$ cat config.mk
export PLATFORM = sky130hd
export DESIGN_NAME = rev_vedic_mul4
export DESIGN_NICKNAME = d
export VERILOG_FILES = /design/src/rtl/rev_mul_pkg.sv /design/src/rtl/rev_feynman.sv /design/src/rtl/rev_peres.sv /design/src/rtl/rev_hng.sv /design/src/rtl/rev_ripple_add.sv /design/src/rtl/rev_ut_cell2.sv /design/src/rtl/rev_vedic_mul4.sv
export SDC_FILE = /design/constraint.sdc
export NUM_CORES = 1
export LEC_CHECK = 0
export BUFFER_PORTS_ARGS = -buffer_cell sky130_fd_sc_hd__buf_2
export CAP_MARGIN = 20
export CORE_AREA = 2 2 39 41
export DETAILED_ROUTE_END_ITERATION = 12
export DIE_AREA = 0 0 41 43
export GPL_ROUTABILITY_DRIVEN = 0
export PLACE_DENSITY_LB_ADDON = 0.08
export SYNTH_ARGS = -nofsm -noshare
export SYNTH_HDL_FRONTEND = slang
export SYNTH_SLANG_ARGS = --single-unit
$ cat constraint.sdc
create_clock -name vclk -period 9.1
set_input_delay 1.82 -clock vclk [all_inputs]
set_output_delay 1.82 -clock vclk [all_outputs]
set_load 0.05 [all_outputs]
$ cat src/rtl/rev_mul_pkg.sv
package rev_mul_pkg;
   localparam int unsigned OPND_W  = 4;
   localparam int unsigned HALF_W  = OPND_W / 2;
   localparam int unsigned PROD_W  = 2 * OPND_W;
   localparam int unsigned CELL_W  = 2 * HALF_W;
endpackage

$ cat src/rtl/rev_feynman.sv
module rev_feynman (
   input  logic a_i,
   input  logic b_i,
   output logic p_o,
   output logic q_o
);
   assign p_o = a_i;
   assign q_o = a_i ^ b_i;
endmodule

$ cat src/rtl/rev_peres.sv
module rev_peres (
   input  logic a_i,
   input  logic b_i,
   input  logic c_i,
   output logic p_o,
   output logic q_o,
   output logic r_o
);
   assign p_o = a_i;
   assign q_o = a_i ^ b_i;
   assign r_o = (a_i & b_i) ^ c_i;
endmodule

$ cat src/rtl/rev_hng.sv
module rev_hng (
   input  logic a_i,
   input  logic b_i,
   input  logic c_i,
   input  logic d_i,
   output logic p_o,
   output logic q_o,
   output logic r_o,
   output logic s_o
);
   logic ab_x;
   assign ab_x = a_i ^ b_i;
   assign p_o  = a_i;
   assign q_o  = b_i;
   assign r_o  = ab_x ^ c_i;
   assign s_o  = (ab_x & c_i) ^ (a_i & b_i) ^ d_i;
endmodule

$ cat src/rtl/rev_ripple_add.sv
module rev_ripple_add #(
   parameter int unsigned N = 4
) (
   input  logic [N-1:0] x_i,
   input  logic [N-1:0] y_i,
   output logic [N:0]   sum_o
);
   localparam int unsigned CW = N + 1;

   logic [CW-1:0] carry;
   logic [N-1:0]  gx;
   logic [N-1:0]  gy;
   logic          unused_garbage;

   assign carry[0] = 1'b0;

   if (N < 1) begin : g_bad_width
      $error("rev_ripple_add: N must be at least 1");
   end

   for (genvar i = 0; i < N; i++) begin : g_stage
      if (i == 0) begin : g_half
         rev_peres u_ha (
            .a_i (x_i[i]),
            .b_i (y_i[i]),
            .c_i (1'b0),
            .p_o (gx[i]),
            .q_o (sum_o[i]),
            .r_o (carry[i+1])
         );
         assign gy[i] = 1'b0;
      end else begin : g_full
         rev_hng u_fa (
            .a_i (x_i[i]),
            .b_i (y_i[i]),
            .c_i (carry[i]),
            .d_i (1'b0),
            .p_o (gx[i]),
            .q_o (gy[i]),
            .r_o (sum_o[i]),
            .s_o (carry[i+1])
         );
      end
   end

   assign sum_o[N]       = carry[N];
   assign unused_garbage = ^{gx, gy, carry[0]};

   // the gate chain yields the arithmetic sum with carry-out on top
   always_comb begin
      a_r4_ripple_sum : assert (sum_o == ({1'b0, x_i} + {1'b0, y_i}));
   end
endmodule

$ cat src/rtl/rev_ut_cell2.sv
module rev_ut_cell2 (
   input  logic [1:0] a_i,
   input  logic [1:0] b_i,
   output logic [3:0] p_o
);
   logic a0x, a0y, a1x, a1y, b0x, b0y, b1x, b1y;
   logic t00, t01, t10, t11, c1;
   logic [3:0] gxor;
   logic [5:0] gpass;
   logic       unused_garbage;

   // copies: each operand bit is needed by two AND gates
   rev_feynman u_ca0 (.a_i(a_i[0]), .b_i(1'b0), .p_o(a0x), .q_o(a0y));
   rev_feynman u_ca1 (.a_i(a_i[1]), .b_i(1'b0), .p_o(a1x), .q_o(a1y));
   rev_feynman u_cb0 (.a_i(b_i[0]), .b_i(1'b0), .p_o(b0x), .q_o(b0y));
   rev_feynman u_cb1 (.a_i(b_i[1]), .b_i(1'b0), .p_o(b1x), .q_o(b1y));

   // vertical and crosswise bit products
   rev_peres u_m00 (.a_i(a0x), .b_i(b0x), .c_i(1'b0), .p_o(gpass[0]), .q_o(gxor[0]), .r_o(t00));
   rev_peres u_m01 (.a_i(a0y), .b_i(b1x), .c_i(1'b0), .p_o(gpass[1]), .q_o(gxor[1]), .r_o(t01));
   rev_peres u_m10 (.a_i(a1x), .b_i(b0y), .c_i(1'b0), .p_o(gpass[2]), .q_o(gxor[2]), .r_o(t10));
   rev_peres u_m11 (.a_i(a1y), .b_i(b1y), .c_i(1'b0), .p_o(gpass[3]), .q_o(gxor[3]), .r_o(t11));

   // column 1: cross terms; column 2: high term plus carry
   rev_peres u_h1 (.a_i(t01), .b_i(t10), .c_i(1'b0), .p_o(gpass[4]), .q_o(p_o[1]), .r_o(c1));
   rev_peres u_h2 (.a_i(t11), .b_i(c1),  .c_i(1'b0), .p_o(gpass[5]), .q_o(p_o[2]), .r_o(p_o[3]));

   assign p_o[0]         = t00;
   assign unused_garbage = ^{gxor, gpass};

   // cell output is the 2x2 unsigned product
   always_comb begin
      a_r3_cell_product : assert (p_o == ({2'b00, a_i} * {2'b00, b_i}));
   end
endmodule

$ cat src/rtl/rev_vedic_mul4.sv
module rev_vedic_mul4
   import rev_mul_pkg::*;
(
   input  logic [3:0] a_i,
   input  logic [3:0] b_i,
   output logic [7:0] prod_o
);
   localparam int unsigned MID_W = CELL_W;
   localparam int unsigned FIN_W = PROD_W - HALF_W;

   logic [OPND_W-1:0] ax, ay, bx, by;
   logic [CELL_W-1:0] q_ll, q_hl, q_lh, q_hh;
   logic [MID_W:0]    s_mid;
   logic [MID_W:0]    s_high;
   logic [FIN_W:0]    s_fin;
   logic              unused_garbage;

   if (OPND_W != 4) begin : g_bad_opnd
      $error("rev_vedic_mul4: operand width must be 4");
   end

   // each operand bit feeds two crosswise cells: copy it once
   for (genvar i = 0; i < OPND_W; i++) begin : g_copy
      rev_feynman u_cpa (.a_i(a_i[i]), .b_i(1'b0), .p_o(ax[i]), .q_o(ay[i]));
      rev_feynman u_cpb (.a_i(b_i[i]), .b_i(1'b0), .p_o(bx[i]), .q_o(by[i]));
   end

   rev_ut_cell2 u_ll (.a_i(ax[1:0]), .b_i(bx[1:0]), .p_o(q_ll));
   rev_ut_cell2 u_hl (.a_i(ax[3:2]), .b_i(by[1:0]), .p_o(q_hl));
   rev_ut_cell2 u_lh (.a_i(ay[1:0]), .b_i(bx[3:2]), .p_o(q_lh));
   rev_ut_cell2 u_hh (.a_i(ay[3:2]), .b_i(by[3:2]), .p_o(q_hh));

   // weight-4 column: carry-over of the low cell plus one cross term
   rev_ripple_add #(.N(MID_W)) u_add_mid (
      .x_i   ({2'b00, q_ll[3:2]}),
      .y_i   (q_hl),
      .sum_o (s_mid)
   );

   // weight-16 column: high cell plus upper half of the other cross term
   rev_ripple_add #(.N(MID_W)) u_add_high (
      .x_i   (q_hh),
      .y_i   ({2'b00, q_lh[3:2]}),
      .sum_o (s_high)
   );

   // final merge at weight 4
   rev_ripple_add #(.N(FIN_W)) u_add_fin (
      .x_i   ({1'b0, s_mid}),
      .y_i   ({s_high[3:0], q_lh[1:0]}),
      .sum_o (s_fin)
   );

   assign prod_o         = {s_fin[5:0], q_ll[1:0]};
   assign unused_garbage = ^{s_fin[FIN_W], s_high[MID_W]};

   // full product
   always_comb begin
      a_r1_full_product : assert (prod_o == ({4'b0, a_i} * {4'b0, b_i}));
   end

   // lowest two bits set by the low halves only
   always_comb begin
      a_r2_low_bits : assert (prod_o[1:0] == 2'(a_i[1:0] * b_i[1:0]));
   end

   // no value is ever lost in the top carry positions
   always_comb begin
      a_r1_no_overflow : assert (!s_fin[FIN_W] && !s_high[MID_W]);
   end
endmodule

Word-level counts from Yosys, hierarchy flattened. Index checks and enable logic that the tools add are counted.

Register bits after elaboration: 0. Input port bits: 8. Output and inout bits: 8. Logic and storage cells: 76.

Bitwise operators: 76.

Operators with widths (number): $and 1x1->1 (42); $xor 1x1->1 (34).

Longest topological paths before layout.
Depth in word-level cells: 15. Depth in mapped cells: 14. Mapped depth without buffers: 13.

Hierarchy. From an unflattened synthesis, not the netlist that was laid out.

Cells, all modules: 216. Area total of the unflattened synthesis: 1836.8 µm².

By module, submodules not included: rev_peres (times used 27, cells an instance 3, area an instance 28.8 µm²); rev_hng at u_add_fin.g_stage[1].g_full.u_fa ... (times used 7, cells an instance 8, area an instance 58.8 µm²); rev_feynman (times used 24, cells an instance 2, area an instance 16.3 µm²); rev_hng at u_add_high.g_stage[3].g_full.u_fa ... (times used 4, cells an instance 4, area an instance 43.8 µm²); rev_ut_cell2 (times used 4, cells an instance 2, area an instance 11.3 µm²); rev_ripple_add (times used 3, cells an instance 2, area an instance 11.3 µm²); rev_vedic_mul4 (times used 1, cells an instance 1, area an instance 3.8 µm²).

Least setup slack after synthesis. OpenSTA, ideal clock, no wires.

Path type: input -> output. Start point: in a_i[0]. End point: out prod_o[7]. Arrival: 5.010 ns. Data required time: 7.280 ns. Setup slack: 2.270 ns. Stages on the path: 12. Buffers on the path: 1. Cell sequence: and2_1 ha_1 ha_1 ha_1 inv_1 fa_1 fa_1 fa_1 fa_1 fa_1 xor2_1 buf_4.

Word-level cells in the longest chain between the ends: 15.

Ends and longest elaborated chain: start: declaration (line rev_vedic_mul4.sv:4) `input logic [3:0] a_i,`; $and 1x1->1 (2 in a row) (line rev_peres.sv:11) `assign r_o = (a_i & b_i) ^ c_i;`; $and 1x1->1 or $xor 1x1->1 (tied branches) (line rev_peres.sv:11, rev_peres.sv:10); $xor 1x1->1 or $and 1x1->1 (tied branches) (line rev_hng.sv:12, rev_peres.sv:11); $and 1x1->1 or $xor 1x1->1 (tied branches) (line rev_hng.sv:16, rev_hng.sv:15); $xor 1x1->1, on equally long branches (line rev_hng.sv:16, rev_hng.sv:12); $xor 1x1->1 or $and 1x1->1 (tied branches) (line rev_hng.sv:15, rev_hng.sv:16); $xor 1x1->1, on equally long branches (line rev_hng.sv:12, rev_hng.sv:16); $and 1x1->1 (line rev_hng.sv:16) `assign s_o = (ab_x & c_i) ^ (a_i & b_i) ^ d_i;`; $xor 1x1->1 (line rev_hng.sv:16); $and 1x1->1 (line rev_hng.sv:16); $xor 1x1->1 (line rev_hng.sv:16); $and 1x1->1 (line rev_hng.sv:16); $xor 1x1->1 (line rev_hng.sv:16); $xor 1x1->1 * (line rev_hng.sv:15) `assign r_o = ab_x ^ c_i;`; end: declaration (line rev_vedic_mul4.sv:6) `output logic [7:0] prod_o`.

Mark *: on every way between the ends. The rest lies on a longest branch, timed or not.

Final worst setup path. Ends and elaborated chain as after synthesis.

==> flow_summary.ini <==
[run_status]
status = complete, no violations

[critical_path]
crit_type = in2out
path_cells = buf_2, and2_1, ha_1, ha_1, ha_1, inv_1, fa_1, fa_1, fa_1, fa_1, fa_1, xor2_1, buf_2
cp.arrival_ns = 5.29
path_common_cell = fa_1
crit_cells = 13
cp_slowest_cell = fa_1
path_buf_inv = 3
crit_family = adder cells
cp-end-kind = output port
start_kind = input port
path_max_fanout = 4
critPathRequiredTime_ns = 7.28
critical-path-max-stage-delay_ns = 0.46

[synth]
syn_inst = 62
synth_cell_types = 7
avgSynthCellArea_um2 = 8.72
syn-num-nets = 90
netlist_top_cells_area = fa_1 30%, ha_1 28%, and2_1 17%
ys_seq_area_frac = 0
yosysWarningCount = 0
yosysTopAreaCell = fa_1
syn_area_um2 = 541
synth_top_cell_area_share = 0.296

[floorplanning]
rows = 14
fp.dieH_um = 43
die_w_um = 41
io_pins = 16
core_mm2 = 0.00138
initial_utilization = 0.391
fp.dieArea_mm2 = 0.00176

[power_and_ir_drop]
intPower_mw = 0.0141
peakVddDrop_v = 0.0000234
switchingPower_mw = 0.0377
seqPwrFrac = 0
swShare = 0.728
p_per_area_mw_per_mm2 = 89.3
power_frac_comb = 1.000
p_clk_frac = 0
power_leakage_nw = 0.335

[run]
maxCapViolCount = 0

[sta]
hold_viol = 0
tightest_slew_ns = 0.248
fin_crit_sh = 0.782
setup_tns_ns = 0
min_period_ns = 7.11
whs_ns = 4.08
setup_viol = 0
slew_headroom = 0.836
slew_viol_final = 0
timing.fmax_mhz = 141
rsz0062_at_grt = no

[grt]
antenna_found_initial = 0
grt_pass1_wl_mm = 1.19
grt.total_usage = 0.0916
grt_pass1_vias = 311
grt-ovfl-total = 0
grt_max_degree = 5

[route]
vias_per_cell = 4.09
vias = 352
firstDrtPassIters = 2
finalWirelength_um = 667
wl_per_cell_um = 7.76
drtIter0Drc = 1
post-route-drc-count = 0
drtAntennaViolNets = 0

[place]
dp_hpwl_um = 671
io_buffers = 16

[cells_and_area]
fin_nets = 100
n_antenna_cell = 0
seq_cells = 0
nClkBuffers = 0
seq_area_um2 = 0
areaGrowthSynthToFinish_pct = 7.41
drive_gt1_frac = 0.229

[cts]
post_cts_buffers = 0
cts_hold_buffers = 0
cts_resized = 0

[hold_path]
hold_depth = 3
hold_path_class = in2out
[logic make-up after synthesis]
| logic type | after synthesis | share of synthesized area |
|---|---|---|
| buf+inv | 25 | 0.229 |
| simple gates | 16 | 0.181 |
| xor+xnor | 1 | 0.0162 |
| fa+ha+maj | 20 | 0.574 |
[tightest hold or removal path: cells and delay by family]
kind	cells	cell delay (ns)
buffers and inverters	2	0.31
and+or+nand+nor	1	0.12
[layout make-up]
cell class | instances | area (µm²)
inverter | 17 | 63.8
timing repair buffer | 16 | 80.1
tap | 16 | 20.0
multi-input combinational | 37 | 417
fill | 158 | 803
[placed cells by master, fill, tap and decap left out]
cell type / n
nand2_1: 1
xor2_1: 1
buf_2: 16
and2_1: 15
fa_1: 8
ha_1: 12
inv_1: 17
[stage by stage]
step	utilization	instances	worst slack [ns]	instance area, µm²	total power, mW
2_1_floorplan	-	62	2.27	541	0.0511
3_3_place_gp	0.420	86	1.98	581	0.0525
3_5_place_dp	0.420	86	1.96	581	0.0526
4_1_cts	0.420	86	1.96	581	0.0528
5_1_grt	0.420	86	1.80	581	0.0575
6_report	0.420	86	1.99	581	0.0518
[final timing paths]
| kind | to | start |
|---|---|---|
| hold / removal | prod_o[0] | b_i[0] |
| setup / recovery | prod_o[7] | a_i[0] |
[cell usage after synthesis]
| cell type | number |
|---|---|
| xor2_1 | 1 |
| buf_4 | 8 |
| inv_1 | 17 |
| and2_1 | 15 |
| ha_1 | 12 |
| nand2_1 | 1 |
| fa_1 | 8 |
[per-layer routing]
layer / vias to the layer above / GRT usage / share of wire
met4: 0 / 0 / 0
met2: 8 / 0.153 / 0.49
li1: 187 / - / -
met1: 157 / 0.136 / 0.47
met3: 0 / 0 / 0.040
met5: - / 0 / 0
[power groups by stage]
| stage | registers [mW] | logic (mW) | clock network [mW] |
|---|---|---|---|
| 2_1_floorplan | 0 | 0.0511 | 0 |
| 6_report | 0 | 0.0518 | 0 |
| 3_5_place_dp | 0 | 0.0526 | 0 |
| 5_1_grt | 0 | 0.0575 | 0 |
| 3_3_place_gp | 0 | 0.0525 | 0 |
| 4_1_cts | 0 | 0.0528 | 0 |
Note: power is estimated with default switching activity, not from simulation.
